`src/rtl/alloc_pkg.sv`:
```
package alloc_pkg;
  parameter int ChIdxW   = 5;
  parameter int ClientIdW = 3;

  typedef struct packed {
    logic                 grantEn;
    logic                 denyEn;
    logic [ChIdxW-1:0]    chanIdx;
    logic [ClientIdW-1:0] clientId;
    logic                 relEn;
    logic                 relBad;
    logic [ChIdxW-1:0]    relIdx;
  } allocStrobes_t;
endpackage

```
`src/rtl/alloc_ctrl.sv`:
```
module alloc_ctrl
  import alloc_pkg::*;
#(
  parameter int NUM_CH      = 32,
  parameter int NUM_CLIENTS = 8
) (
  input  logic [NUM_CLIENTS-1:0] reqVec,
  input  logic                   relValid,
  input  logic [ChIdxW-1:0]      relChan,
  input  logic [NUM_CH-1:0]      chanBusy,
  output allocStrobes_t          strobes
);
  localparam int NUM_LEVELS = (((NUM_CH - 1) & 15) >> 2) + 1;

  logic                 reqHit;
  logic [ClientIdW-1:0] reqId;
  logic [NUM_LEVELS-1:0] lvlAnyV;
  logic [ChIdxW-1:0]    lvlIdx [NUM_LEVELS];
  logic                 found;
  logic [ChIdxW-1:0]    pick;
  logic                 relInRange;
  logic                 relOk;

  // lowest client ID wins
  always_comb begin
    reqHit = 1'b0;
    reqId  = '0;
    for (int c = NUM_CLIENTS - 1; c >= 0; c--) begin
      if (reqVec[c]) begin
        reqHit = 1'b1;
        reqId  = ClientIdW'(c);
      end
    end
  end

  // one first-free encoder per priority level
  for (genvar l = 0; l < NUM_LEVELS; l++) begin : genLvl
    logic                anyHere;
    logic [ChIdxW-1:0]   idxHere;
    always_comb begin
      anyHere = 1'b0;
      idxHere = '0;
      for (int i = NUM_CH - 1; i >= 0; i--) begin
        if ((((i >> 2) & 3) == l) && !chanBusy[i]) begin
          anyHere = 1'b1;
          idxHere = ChIdxW'(i);
        end
      end
    end
    assign lvlAnyV[l] = anyHere;
    assign lvlIdx[l]  = idxHere;
  end

  // most urgent level with a free channel
  always_comb begin
    found = 1'b0;
    pick  = '0;
    for (int l = NUM_LEVELS - 1; l >= 0; l--) begin
      if (lvlAnyV[l]) begin
        found = 1'b1;
        pick  = lvlIdx[l];
      end
    end
  end

  assign relInRange = (32'(relChan) < NUM_CH);
  assign relOk      = relValid && relInRange && chanBusy[relChan];

  always_comb begin
    strobes          = '0;
    strobes.grantEn  = reqHit && found;
    strobes.denyEn   = reqHit && !found;
    strobes.chanIdx  = (reqHit && found) ? pick : '0;
    strobes.clientId = reqHit ? reqId : '0;
    strobes.relEn    = relOk;
    strobes.relBad   = relValid && !relOk;
    strobes.relIdx   = relChan;
  end
endmodule

```
`src/rtl/alloc_dp.sv`:
```
module alloc_dp
  import alloc_pkg::*;
#(
  parameter int NUM_CH = 32
) (
  input  logic                        clk,
  input  logic                        rstN,
  input  allocStrobes_t               strobes,
  output logic                        grantValid,
  output logic                        denyValid,
  output logic [ChIdxW-1:0]           grantChan,
  output logic [ClientIdW-1:0]        grantClient,
  output logic                        relErr,
  output logic [NUM_CH-1:0]           chanBusy,
  output logic [NUM_CH*ClientIdW-1:0] chanOwner
);
  logic                 busyQ  [NUM_CH];
  logic [ClientIdW-1:0] ownerQ [NUM_CH];

  for (genvar ch = 0; ch < NUM_CH; ch++) begin : genCh
    localparam logic [ChIdxW-1:0] MY_IDX = ChIdxW'(ch);
    always_ff @(posedge clk or negedge rstN) begin
      if (!rstN) begin
        busyQ[ch]  <= 1'b0;
        ownerQ[ch] <= '0;
      end else if (strobes.grantEn && strobes.chanIdx == MY_IDX) begin
        busyQ[ch]  <= 1'b1;
        ownerQ[ch] <= strobes.clientId;
      end else if (strobes.relEn && strobes.relIdx == MY_IDX) begin
        busyQ[ch]  <= 1'b0;
        ownerQ[ch] <= '0;
      end
    end
    assign chanBusy[ch] = busyQ[ch];
    assign chanOwner[ch*ClientIdW +: ClientIdW] = ownerQ[ch];
  end

  always_ff @(posedge clk or negedge rstN) begin
    if (!rstN) begin
      grantValid  <= 1'b0;
      denyValid   <= 1'b0;
      grantChan   <= '0;
      grantClient <= '0;
      relErr      <= 1'b0;
    end else begin
      grantValid  <= strobes.grantEn;
      denyValid   <= strobes.denyEn;
      grantChan   <= strobes.chanIdx;
      grantClient <= strobes.clientId;
      relErr      <= strobes.relBad;
    end
  end
endmodule

```
`src/rtl/prio_chan_alloc.sv`:
```
module prio_chan_alloc
  import alloc_pkg::*;
#(
  parameter int NUM_CH      = 32,
  parameter int NUM_CLIENTS = 8
) (
  input  logic                        clk,
  input  logic                        rstN,
  input  logic [NUM_CLIENTS-1:0]      reqVec,
  input  logic                        relValid,
  input  logic [ChIdxW-1:0]           relChan,
  output logic                        grantValid,
  output logic                        denyValid,
  output logic [ChIdxW-1:0]           grantChan,
  output logic [ClientIdW-1:0]        grantClient,
  output logic                        relErr,
  output logic [NUM_CH-1:0]           chanBusy,
  output logic [NUM_CH*ClientIdW-1:0] chanOwner
);
  allocStrobes_t strobes;

  alloc_ctrl #(.NUM_CH(NUM_CH), .NUM_CLIENTS(NUM_CLIENTS)) uCtrl (
    .reqVec   (reqVec),
    .relValid (relValid),
    .relChan  (relChan),
    .chanBusy (chanBusy),
    .strobes  (strobes)
  );

  alloc_dp #(.NUM_CH(NUM_CH)) uDp (
    .clk         (clk),
    .rstN        (rstN),
    .strobes     (strobes),
    .grantValid  (grantValid),
    .denyValid   (denyValid),
    .grantChan   (grantChan),
    .grantClient (grantClient),
    .relErr      (relErr),
    .chanBusy    (chanBusy),
    .chanOwner   (chanOwner)
  );
endmodule

```
`config.mk`:
```
export PLATFORM = sky130hd
export DESIGN_NAME = prio_chan_alloc
export DESIGN_NICKNAME = d
export VERILOG_FILES = /design/src/rtl/alloc_pkg.sv /design/src/rtl/alloc_ctrl.sv /design/src/rtl/alloc_dp.sv /design/src/rtl/prio_chan_alloc.sv
export SDC_FILE = /design/constraint.sdc
export NUM_CORES = 1
export LEC_CHECK = 0
export ABC_CLOCK_PERIOD_IN_PS = 4770
export CAP_MARGIN = 20
export CORE_MARGIN = 1
export CORE_UTILIZATION = 33
export DETAILED_ROUTE_END_ITERATION = 7
export GPL_TIMING_DRIVEN = 0
export PLACE_DENSITY = 0.58
export SYNTH_ARGS = -nofsm -noshare
export SYNTH_HDL_FRONTEND = slang
export SYNTH_HIERARCHICAL = 1
export SYNTH_SLANG_ARGS = --single-unit
```
`constraint.sdc`:
```
create_clock -name clk -period 4.77 [get_ports clk]
set_input_delay 0.954 -clock clk [delete_from_list [all_inputs] [get_ports clk]]
set_output_delay 0.954 -clock clk [all_outputs]
set_load 0.05 [all_outputs]
```
==> run metrics, run 1 <==
run status=completed; Max Clock Skew=a little over 0.008 ns; share of post-route cells with drive strength above 1=14.31%; Synth area leader=dfrtp_1; Setup crit end kind=flip-flop; area grow syn2layout=39.18%; total negative slack=0 ns; RSZ-0062 raised after global routing=no; family with the most delay on the worst path=compound AO/OA/AOI/OAI gates; I/O pin cnt=155; FF+latch count, synth=approximately 140; Initial Utilization=about a third; Synth Instances=540; Slowest-stage cell, CP=a311oi_1; drt pass-1 iters=5; GP Congestion=a little over 0.9; post-synthesis sequential area ratio=about 54%; syn_nets=approximately 560; Final min period=around 4 ns; H-tree depth=4; Post-CTS Setup Repair Bufs=0; die area=0.02005 mm²; core area=approximately 0.019 mm²; Post-synth EDFFs=0; most frequent cell after synthesis=dfrtp_1; Tcrit/Tclk final=around four fifths; Buf/Inv on CP=2; crit path max fanout=9; GRT Resource Usage Total=approximately 24%; Worst Path Arrival=4.21 ns; CTS tree=yes; Buffers on Ports=between 150 and 200; routed len/inst=around 24 µm; FMAX=0.2563 GHz; Ys Warns=6; Root Driver=clkbuf_16; Most used DFF post-synth=dfrtp_1; Remaining DRCs=0; async set-or-reset flop fraction in the synthesized netlist=100.0%; Final Net Count=730; die height=~140 µm; Final ANT Viol Nets=0; Clk Latency, worst-skew pair=~0.43 ns; Synth Area per Inst=between 10 and 15 µm²; DP HPWL=16,560 µm; max-cap check violation count=0; Cell Chain, Critical Path=clkdlybuf4s50_1 -> or4_1 -> nor2b_1 -> a31o_2 -> a311oi_1 -> or2_1 -> clkbuf_1 -> nor2_1 -> a22o_1; Slew HR=between 20% and 30%; hold crit path type=flip-flop to flip-flop; clk sinks=between 100 and 150; total number of vias=roughly 5,600; Mapped Area=0.006431 mm²; share of the synthesized area in the top cell type=54.09%; Tightest Pin Transition=roughly 1.0 ns; Slew Viols, Final=0; final hold violations=0; clk slew on worst S/H paths=roughly 0.06 ns; total CTS buffers=17; Crit Path Class=input pin to flip-flop; die width=141.6 µm; row cnt=50; crit-path max cell delay=~0.85 ns; PostCTS Resize Cnt=0; largest net degree at the start of global routing=72; Initial DRC Count=just over 400; total grt overflow=0; vias per inst=roughly 5.6; total routed wirelength=around 24,000 µm; # fillers=approximately 1,800; top post-synthesis cells by area=dfrtp_1 54%, a22o_1 13%, a21o_1 3.7%; CP startpoint kind=input pin; CP required=5.08 ns; synth unique cells=between 50 and 60; Synth top cells by count=139 x dfrtp_1, 96 x a22o_1, 45 x nand2_1; first-pass GRT wire length=~36,000 µm; n_diodes=0; initial antenna violation count=0; via count of the first global-routing pass=between 5,000 and 6,000; clk buf depth=2; # hold bufs at CTS=0; Setup violations, final=0
[cells in the final DEF (no fill, tap or decap), drive strengths merged, types with 5 or more instances in the layout]
cell,count
dfrtp,139
o21ai,6
and4b,6
nand2,45
a22o,96
nor2,42
nand4,7
mux4,8
nand2b,5
inv,13
nor3,5
nor2b,9
nand3,5
clkbuf,36
buf,27
a22oi,32
clkdlybuf4s50,151
a21o,32
[registers in the layout (all words and copies together) (netlist names)]
name,cells
uDp/denyValid,1
uDp/relErr,1
uDp/grantChan,5
uDp/grantClient,3
uDp/chanBusy,32
uDp/grantValid,1
uDp/chanOwner,96
[worst reg2reg max path, stage by stage, from the launching register on]
cell      delay (ns)
dfrtp_1         0.56
nand4_1         0.22
nor2_1          0.14
o21ai_0         0.20
a211o_1         0.36
a311oi_1        0.87
or2_1           0.20
clkbuf_1        0.65
nor2_1          0.26
a22o_1          0.30
[final timing paths]
path                            cells past startpoint                 to  slack (ns)         startpoint
worst min register to register                      1  uDp/chanOwner[12]        0.50  uDp/chanOwner[12]
worst max-delay path                                9  uDp/chanOwner[50]        0.87          reqVec[1]
worst max register to register                      9  uDp/chanOwner[50]        0.90    uDp/chanBusy[9]
max in group asynchronous                           2  uDp/chanOwner[23]        3.46               rstN
min in group asynchronous                           1  uDp/chanOwner[74]        0.52               rstN
worst min-delay path                                1  uDp/chanOwner[12]        0.50  uDp/chanOwner[12]
[per-stage QoR]
| step | hold WS [ns] | util, % | worst slack (ns) | cell area [µm²] | instances |
|---|---|---|---|---|---|
| 2_1_floorplan | 0.6584 | - | 1.356 | 6431 | 540 |
| 3_3_place_gp | 0.4875 | 43.81 | -2.458 | 8278 | 952 |
| 3_5_place_dp | 0.4803 | 44.06 | 0.4841 | 8324 | 954 |
| 4_1_cts | 0.5019 | 47.35 | 0.9207 | 8946 | 986 |
| 5_1_grt | 0.5178 | 47.38 | 0.7225 | 8951 | 987 |
| 6_report | 0.4950 | 47.38 | 0.8688 | 8951 | 987 |
[metal layers]
layer	GRT usage, %	share of wire [%]	up-vias
met4	7.810	2.1	0
met3	6.851	7.4	27
met1	32.44	44	2861
met5	0	0	-
li1	-	-	2405
met2	38.76	46	260
[cells by family (layout without fill, tap and decap cells)]
| logic type | Yosys count | count (layout) | synth area share (%) |
|---|---|---|---|
| simple gates | 153 | 153 | 14.22 |
| buf+inv | 51 | 238 | 4.086 |
| compound gates | 185 | 185 | 24.18 |
| flops | 139 | 139 | 54.09 |
| mux | 12 | 12 | 3.424 |
[layout make-up]
cell class,count,area [µm²],area share (%)
clock buffer,18,429.2,4.795
timing repair buffer,155,1567,17.50
multi-input combinational,350,2696,30.12
sequential,139,3478,38.86
tap,260,325.3,3.634
clock inverter,14,192.7,2.153
buffer,41,225.2,2.516
inverter,10,37.54,0.4193
Power of run 1 is left out: the tool's default activity adds up to more than one toggle a clock period on the data nets, which glitch-free logic cannot reach.
==> run 2, diff against run 1 <==
--- a/config.mk
+++ b/config.mk
@@ -5,13 +5,13 @@
 export SDC_FILE = /design/constraint.sdc
 export NUM_CORES = 1
 export LEC_CHECK = 0
-export ABC_CLOCK_PERIOD_IN_PS = 4770
+export ABC_CLOCK_PERIOD_IN_PS = 3150
 export CAP_MARGIN = 20
 export CORE_MARGIN = 1
 export CORE_UTILIZATION = 33
 export DETAILED_ROUTE_END_ITERATION = 7
 export GPL_TIMING_DRIVEN = 0
-export PLACE_DENSITY = 0.58
+export PLACE_DENSITY = 0.6
 export SYNTH_ARGS = -nofsm -noshare
 export SYNTH_HDL_FRONTEND = slang
 export SYNTH_HIERARCHICAL = 1
==> constraint.sdc (replaced) <==
create_clock -name clk -period 3.15 [get_ports clk]
set_input_delay 0.63 -clock clk [delete_from_list [all_inputs] [get_ports clk]]
set_output_delay 0.63 -clock clk [all_outputs]
set_load 0.05 [all_outputs]
==> run metrics, run 2 (same netlist as run 1, synthesis figures left out) <==
row cnt=50 (unchanged); GRT Resource Usage Total=23.80% (-0.68 points); clk buf depth=2 (unchanged); multi-input gate area in the final layout=0.002833 mm² (+5.1%); CP required=3.45 ns (-1.63 ns); Slew HR=50.62% (+21 points); H-tree depth=4 (unchanged); RSZ-0062 raised after global routing=no; DP Worst Slack=-0.7553 ns (-1.239 ns); Crit Path Class=input pin to flip-flop; via count of the first global-routing pass=5,631 (-2.3%); FMAX=0.3288 GHz; Tcrit/Tclk final=96.56%; max FFs per register=96 (unchanged); leading cell types in the layout, fill and taps excluded=150 x clkdlybuf4s50_1, 139 x dfrtp_1, 96 x a22o_1; die area=0.02005 mm² (unchanged); Clk Latency, worst-skew pair=0.43 ns (about the same); most common cell after layout, fill and taps aside=clkdlybuf4s50_1; largest net degree at the start of global routing=72 (unchanged); Final ANT Viol Nets=0 (unchanged); I/O pin cnt=155 (unchanged); n_diodes=0 (unchanged); die width=141.6 µm (unchanged); area grow syn2layout=41.34%; clk sinks=139 (unchanged); core area=0.01889 mm² (unchanged); Register-to-Register Path Depth=10 (+1); final hold violations=0 (unchanged); clk slew on worst S/H paths=0.06 ns (about the same); placed instance area=0.008313 mm² (-0.14%); Setup violations, final=0 (unchanged); Max Clock Skew=0.01436 ns (+0.006062 ns); total routed wirelength=22,880 µm (-3.6%); Worst R2R Start=uDp/chanBusy[9]; routed len/inst=23.08 µm (-4.0%); worst hold slack=0.1899 ns (-0.3051 ns); CTS tree=yes; total grt overflow=0 (unchanged); Setup crit end kind=flip-flop; total number of vias=5,545 (-0.14%); CP startpoint kind=input pin; hold crit path type=input pin to asynchronous set/reset pin; Worst R2R End=uDp/chanOwner[5]; post-route cell area=0.009090 mm² (+1.6%); die height=141.6 µm (unchanged); share of post-route cells with drive strength above 1=18.60% (+4.3 points); R2R Setup Slk=0.13 ns (-0.77 ns); Initial Utilization=34.04% (unchanged); Slew Viols, Final=0 (unchanged); vias per inst=5.595 (-0.55%); FF+latch area=0.003478 mm² (unchanged); max-cap check violation count=0 (unchanged); Final min period=3.042 ns; DP HPWL=16,140 µm (-2.5%); Root Driver=clkbuf_16; Remaining DRCs=0 (unchanged); Buffers on Ports=152 (unchanged); Initial DRC Count=391 (-3.5%); total CTS buffers=17 (unchanged); Final Net Count=734 (+0.55%); drt pass-1 iters=7 (+2); Tightest Pin Transition=0.7379 ns (-0.3055 ns); first-pass GRT wire length=34,680 µm (-2.9%); crit path max fanout=10 (+1); final worst slack=0.1084 ns (-0.7604 ns); Inst Count DP=953 (-0.10%); # fillers=1,739 (-1.9%); GP Congestion=0.9402 (+3.6%); run status=completed; Worst Path Arrival=3.35 ns (-0.86 ns); initial antenna violation count=0 (unchanged); Finished Layout Cells=991 (+0.41%)
run 2: final cells by class:
cell class,count,share of cell area (%)
multi-input combinational,350,31.16
clock inverter,14,1.583
sequential,139,38.27
timing repair buffer,161,17.72
buffer,39,2.409
tap,260,3.579
clock buffer,18,4.831
inverter,10,0.4542
run 2: worst max-delay path: stages:
cell and delay [ns]:
clkdlybuf4s50_1 0.45, or4_1 0.58, nor2b_2 0.21, a31o_4 0.20, clkinvlp_4 0.11, and3_4 0.22, buf_4 0.19, and4b_2 0.37
a22oi_1 0.16, a22o_1 0.22
run 2: metal layers:
metal | share of wire, % | global-route usage, % | wire (µm)
met5 | 0 | 0 | 0
met4 | 3.0 | 11.21 | 690
met3 | 7.2 | 6.244 | 1657
met2 | 46 | 35.91 | 10420
met1 | 44 | 31.91 | 10110
run 2: worst max path at each step:
| stage | cells after the start | slack (ns) | from | to |
|---|---|---|---|---|
| floorplan | 8 | 0.08 | uDp/chanBusy[9] | uDp/chanOwner[12] |
| global placement | 1 | -3.76 | rstN | uDp/chanOwner[15] |
| detailed placement | 9 | -0.76 | reqVec[1] | uDp/chanOwner[14] |
| CTS | 9 | 0.001 | uDp/chanBusy[9] | uDp/chanOwner[27] |
| global route | 9 | 0.008 | uDp/chanBusy[4] | uDp/chanOwner[85] |
| finish | 10 | 0.11 | reqVec[1] | uDp/chanOwner[83] |
run 2: repair_timing:
item,CTS,global route
pin swaps,0,3
hold buffers,0,0
endpoints found under the setup margin,127,120
setup buffers,1,6
resized for setup,19,15
run 2: stage by stage:
| step | utilization (%) | TNS, ns |
|---|---|---|
| 6_report | 48.11 | 0 |
| 5_1_grt | 48.11 | 0 |
| 4_1_cts | 47.46 | 0 |
| 3_5_place_dp | 44.00 | -77.88 |
| 3_3_place_gp | 43.82 | -634.22 |
| 2_1_floorplan | - | 0 |
Power of run 2 is left out for the same reason.
==> run 3, diff against run 2 <==
--- a/config.mk
+++ b/config.mk
@@ -5,13 +5,13 @@
 export SDC_FILE = /design/constraint.sdc
 export NUM_CORES = 1
 export LEC_CHECK = 0
-export ABC_CLOCK_PERIOD_IN_PS = 3150
+export ABC_CLOCK_PERIOD_IN_PS = 3200
 export CAP_MARGIN = 20
 export CORE_MARGIN = 1
 export CORE_UTILIZATION = 33
 export DETAILED_ROUTE_END_ITERATION = 7
 export GPL_TIMING_DRIVEN = 0
-export PLACE_DENSITY = 0.6
+export PLACE_DENSITY = 0.58
 export SYNTH_ARGS = -nofsm -noshare
 export SYNTH_HDL_FRONTEND = slang
 export SYNTH_HIERARCHICAL = 1
==> constraint.sdc (replaced) <==
create_clock -name clk -period 3.2 [get_ports clk]
set_input_delay 0.64 -clock clk [delete_from_list [all_inputs] [get_ports clk]]
set_output_delay 0.64 -clock clk [all_outputs]
set_load 0.05 [all_outputs]
==> run metrics, run 3 (same netlist as run 1, synthesis figures left out) <==
initial antenna violation count=0 (unchanged); max FFs per register=96 (unchanged); most common cell after layout, fill and taps aside=clkdlybuf4s50_1; DP HPWL=16,400 µm (+1.6%); Slew Viols, Final=0 (unchanged); routed len/inst=23.77 µm (+3.0%); Max Clock Skew=0.01163 ns (-0.002732 ns); die width=141.6 µm (unchanged); vias per inst=5.625 (+0.52%); clk buf depth=2 (unchanged); CP startpoint kind=input pin; post-route cell area=0.009071 mm² (-0.21%); largest net degree at the start of global routing=72 (unchanged); Buffers on Ports=152 (unchanged); first-pass GRT wire length=34,760 µm (+0.22%); most frequent CP cell=buf_4; DP Worst Slack=-0.7855 ns (-0.03029 ns); Tcrit/Tclk final=96.95%; worst hold slack=0.2198 ns (+0.02981 ns); CTS tree=yes; final worst slack=0.09758 ns (-0.01080 ns); Worst Path Arrival=3.41 ns (+0.06 ns); hold crit path type=input pin to asynchronous set/reset pin; Initial DRC Count=407 (+4.1%); total grt overflow=0 (unchanged); I/O pin cnt=155 (unchanged); Slew HR=47.82% (-2.8 points); Inst Count DP=953 (unchanged); clk sinks=139 (unchanged); Clk Latency, worst-skew pair=0.42 ns (about the same); crit-path max cell delay=0.58 ns (about the same); Setup violations, final=0 (unchanged); Slowest-stage cell, CP=or4_1; drt pass-1 iters=6 (-1); H-tree depth=4 (unchanged); final hold violations=0 (unchanged); via count of the first global-routing pass=5,533 (-1.7%); GRT Resource Usage Total=24.06% (+0.26 points); FMAX=around 0.32 GHz; Final Net Count=734 (unchanged); Remaining DRCs=0 (unchanged); leading cell types in the layout, fill and taps excluded=150 x clkdlybuf4s50_1, 139 x dfrtp_1, 96 x a22o_1; core area=0.01889 mm² (unchanged); Final ANT Viol Nets=0 (unchanged); CP required=3.50 ns (+0.05 ns); placed instance area=0.008313 mm² (unchanged); clk slew on worst S/H paths=0.06 ns (about the same); total number of vias=5,574 (+0.52%); Finished Layout Cells=991 (unchanged); n_diodes=0 (unchanged); Root Driver=clkbuf_16; run status=completed; die height=141.6 µm (unchanged); Initial Utilization=34.04% (unchanged); # fillers=1,708 (-1.8%); Final min period=between 3 and 4 ns; total routed wirelength=23,560 µm (+3.0%); GP Congestion=0.9109 (-3.1%); max-cap check violation count=0 (unchanged); Setup crit end kind=flip-flop; area grow syn2layout=41.05%; # hold bufs at CTS=0 (unchanged); Crit Path Class=input pin to flip-flop; die area=0.02005 mm² (unchanged); row cnt=50 (unchanged); share of post-route cells with drive strength above 1=17.65% (-0.96 points); Tightest Pin Transition=0.7827 ns (+0.04477 ns); crit path max fanout=10 (unchanged); Cell Chain, Critical Path=clkdlybuf4s50_1 -> or4_1 -> nor2b_2 -> a31o_4 -> clkinvlp_4 -> and3_2 -> buf_4 -> nor4b_4 -> buf_4 -> a22oi_2 -> a22o_1; total CTS buffers=17 (unchanged)
==> run 3: cell count changes in the layout (fill, tap and decap cells not counted), sizes merged <==
cell      delta
bufinv       -1
clkbuf       +3
clkinv       -1
clkinvlp     -1
==> run 3: worst paths after layout <==
kind	startpoint	to	slack, ns	cells after the start
max in group asynchronous	rstN	uDp/chanOwner[18]	2.20	2
min	rstN	uDp/chanOwner[75]	0.22	1
max	reqVec[1]	uDp/chanOwner[10]	0.1	11
max reg2reg	uDp/chanBusy[11]	uDp/chanOwner[17]	0.12	10
min in group clk	uDp/chanOwner[95]	uDp/chanOwner[95]	0.50	1
min reg2reg	uDp/chanOwner[95]	uDp/chanOwner[95]	0.50	1
==> run 3: layout make-up <==
type / count / area, µm² / area share, %
Buffer: 39 / 219.0 / 2.414
Clock buffer: 21 / 480.5 / 5.297
Clock inverter: 11 / 108.9 / 1.200
Inverter: 10 / 41.29 / 0.4552
Multi-Input combinational cell: 350 / 2808 / 30.95
Sequential cell: 139 / 3478 / 38.34
Tap cell: 260 / 325.3 / 3.586
Timing Repair Buffer: 161 / 1610 / 17.75
==> run 3: metrics by stage <==
step                      utilization, %  TNS [ns]
after detailed placement           44.00    -80.88
after CTS                          47.34    -1.662
final                              48.01         0
after floorplan                        -         0
after global placement             43.82   -614.00
after global routing               48.01   -0.5248
==> run 3: metal layers <==
metal / global-route usage [%] / wire (µm) / vias up
met5: 0 / 0 / -
met4: 9.168 / 790 / 0
met3: 5.265 / 1398 / 41
met2: 37.80 / 10810 / 236
met1: 32.48 / 10560 / 2890
li1: - / - / 2407
==> run 3: critical path, delay by kind of cell <==
family | cells | cell delay [ns]
simple gates | 4 | 1.32
compound gates | 3 | 0.52
buf+inv | 4 | 0.93
==> run 3: what timing repair did <==
action | 4_1_cts | 5_1_grt
gates cloned | 0 | 0
gates resized for setup | 9 | 17
pin swaps | 0 | 4
endpoints found under the setup margin | 127 | 117
buffers inserted | 1 | 6
Power of run 3 is left out for the same reason.
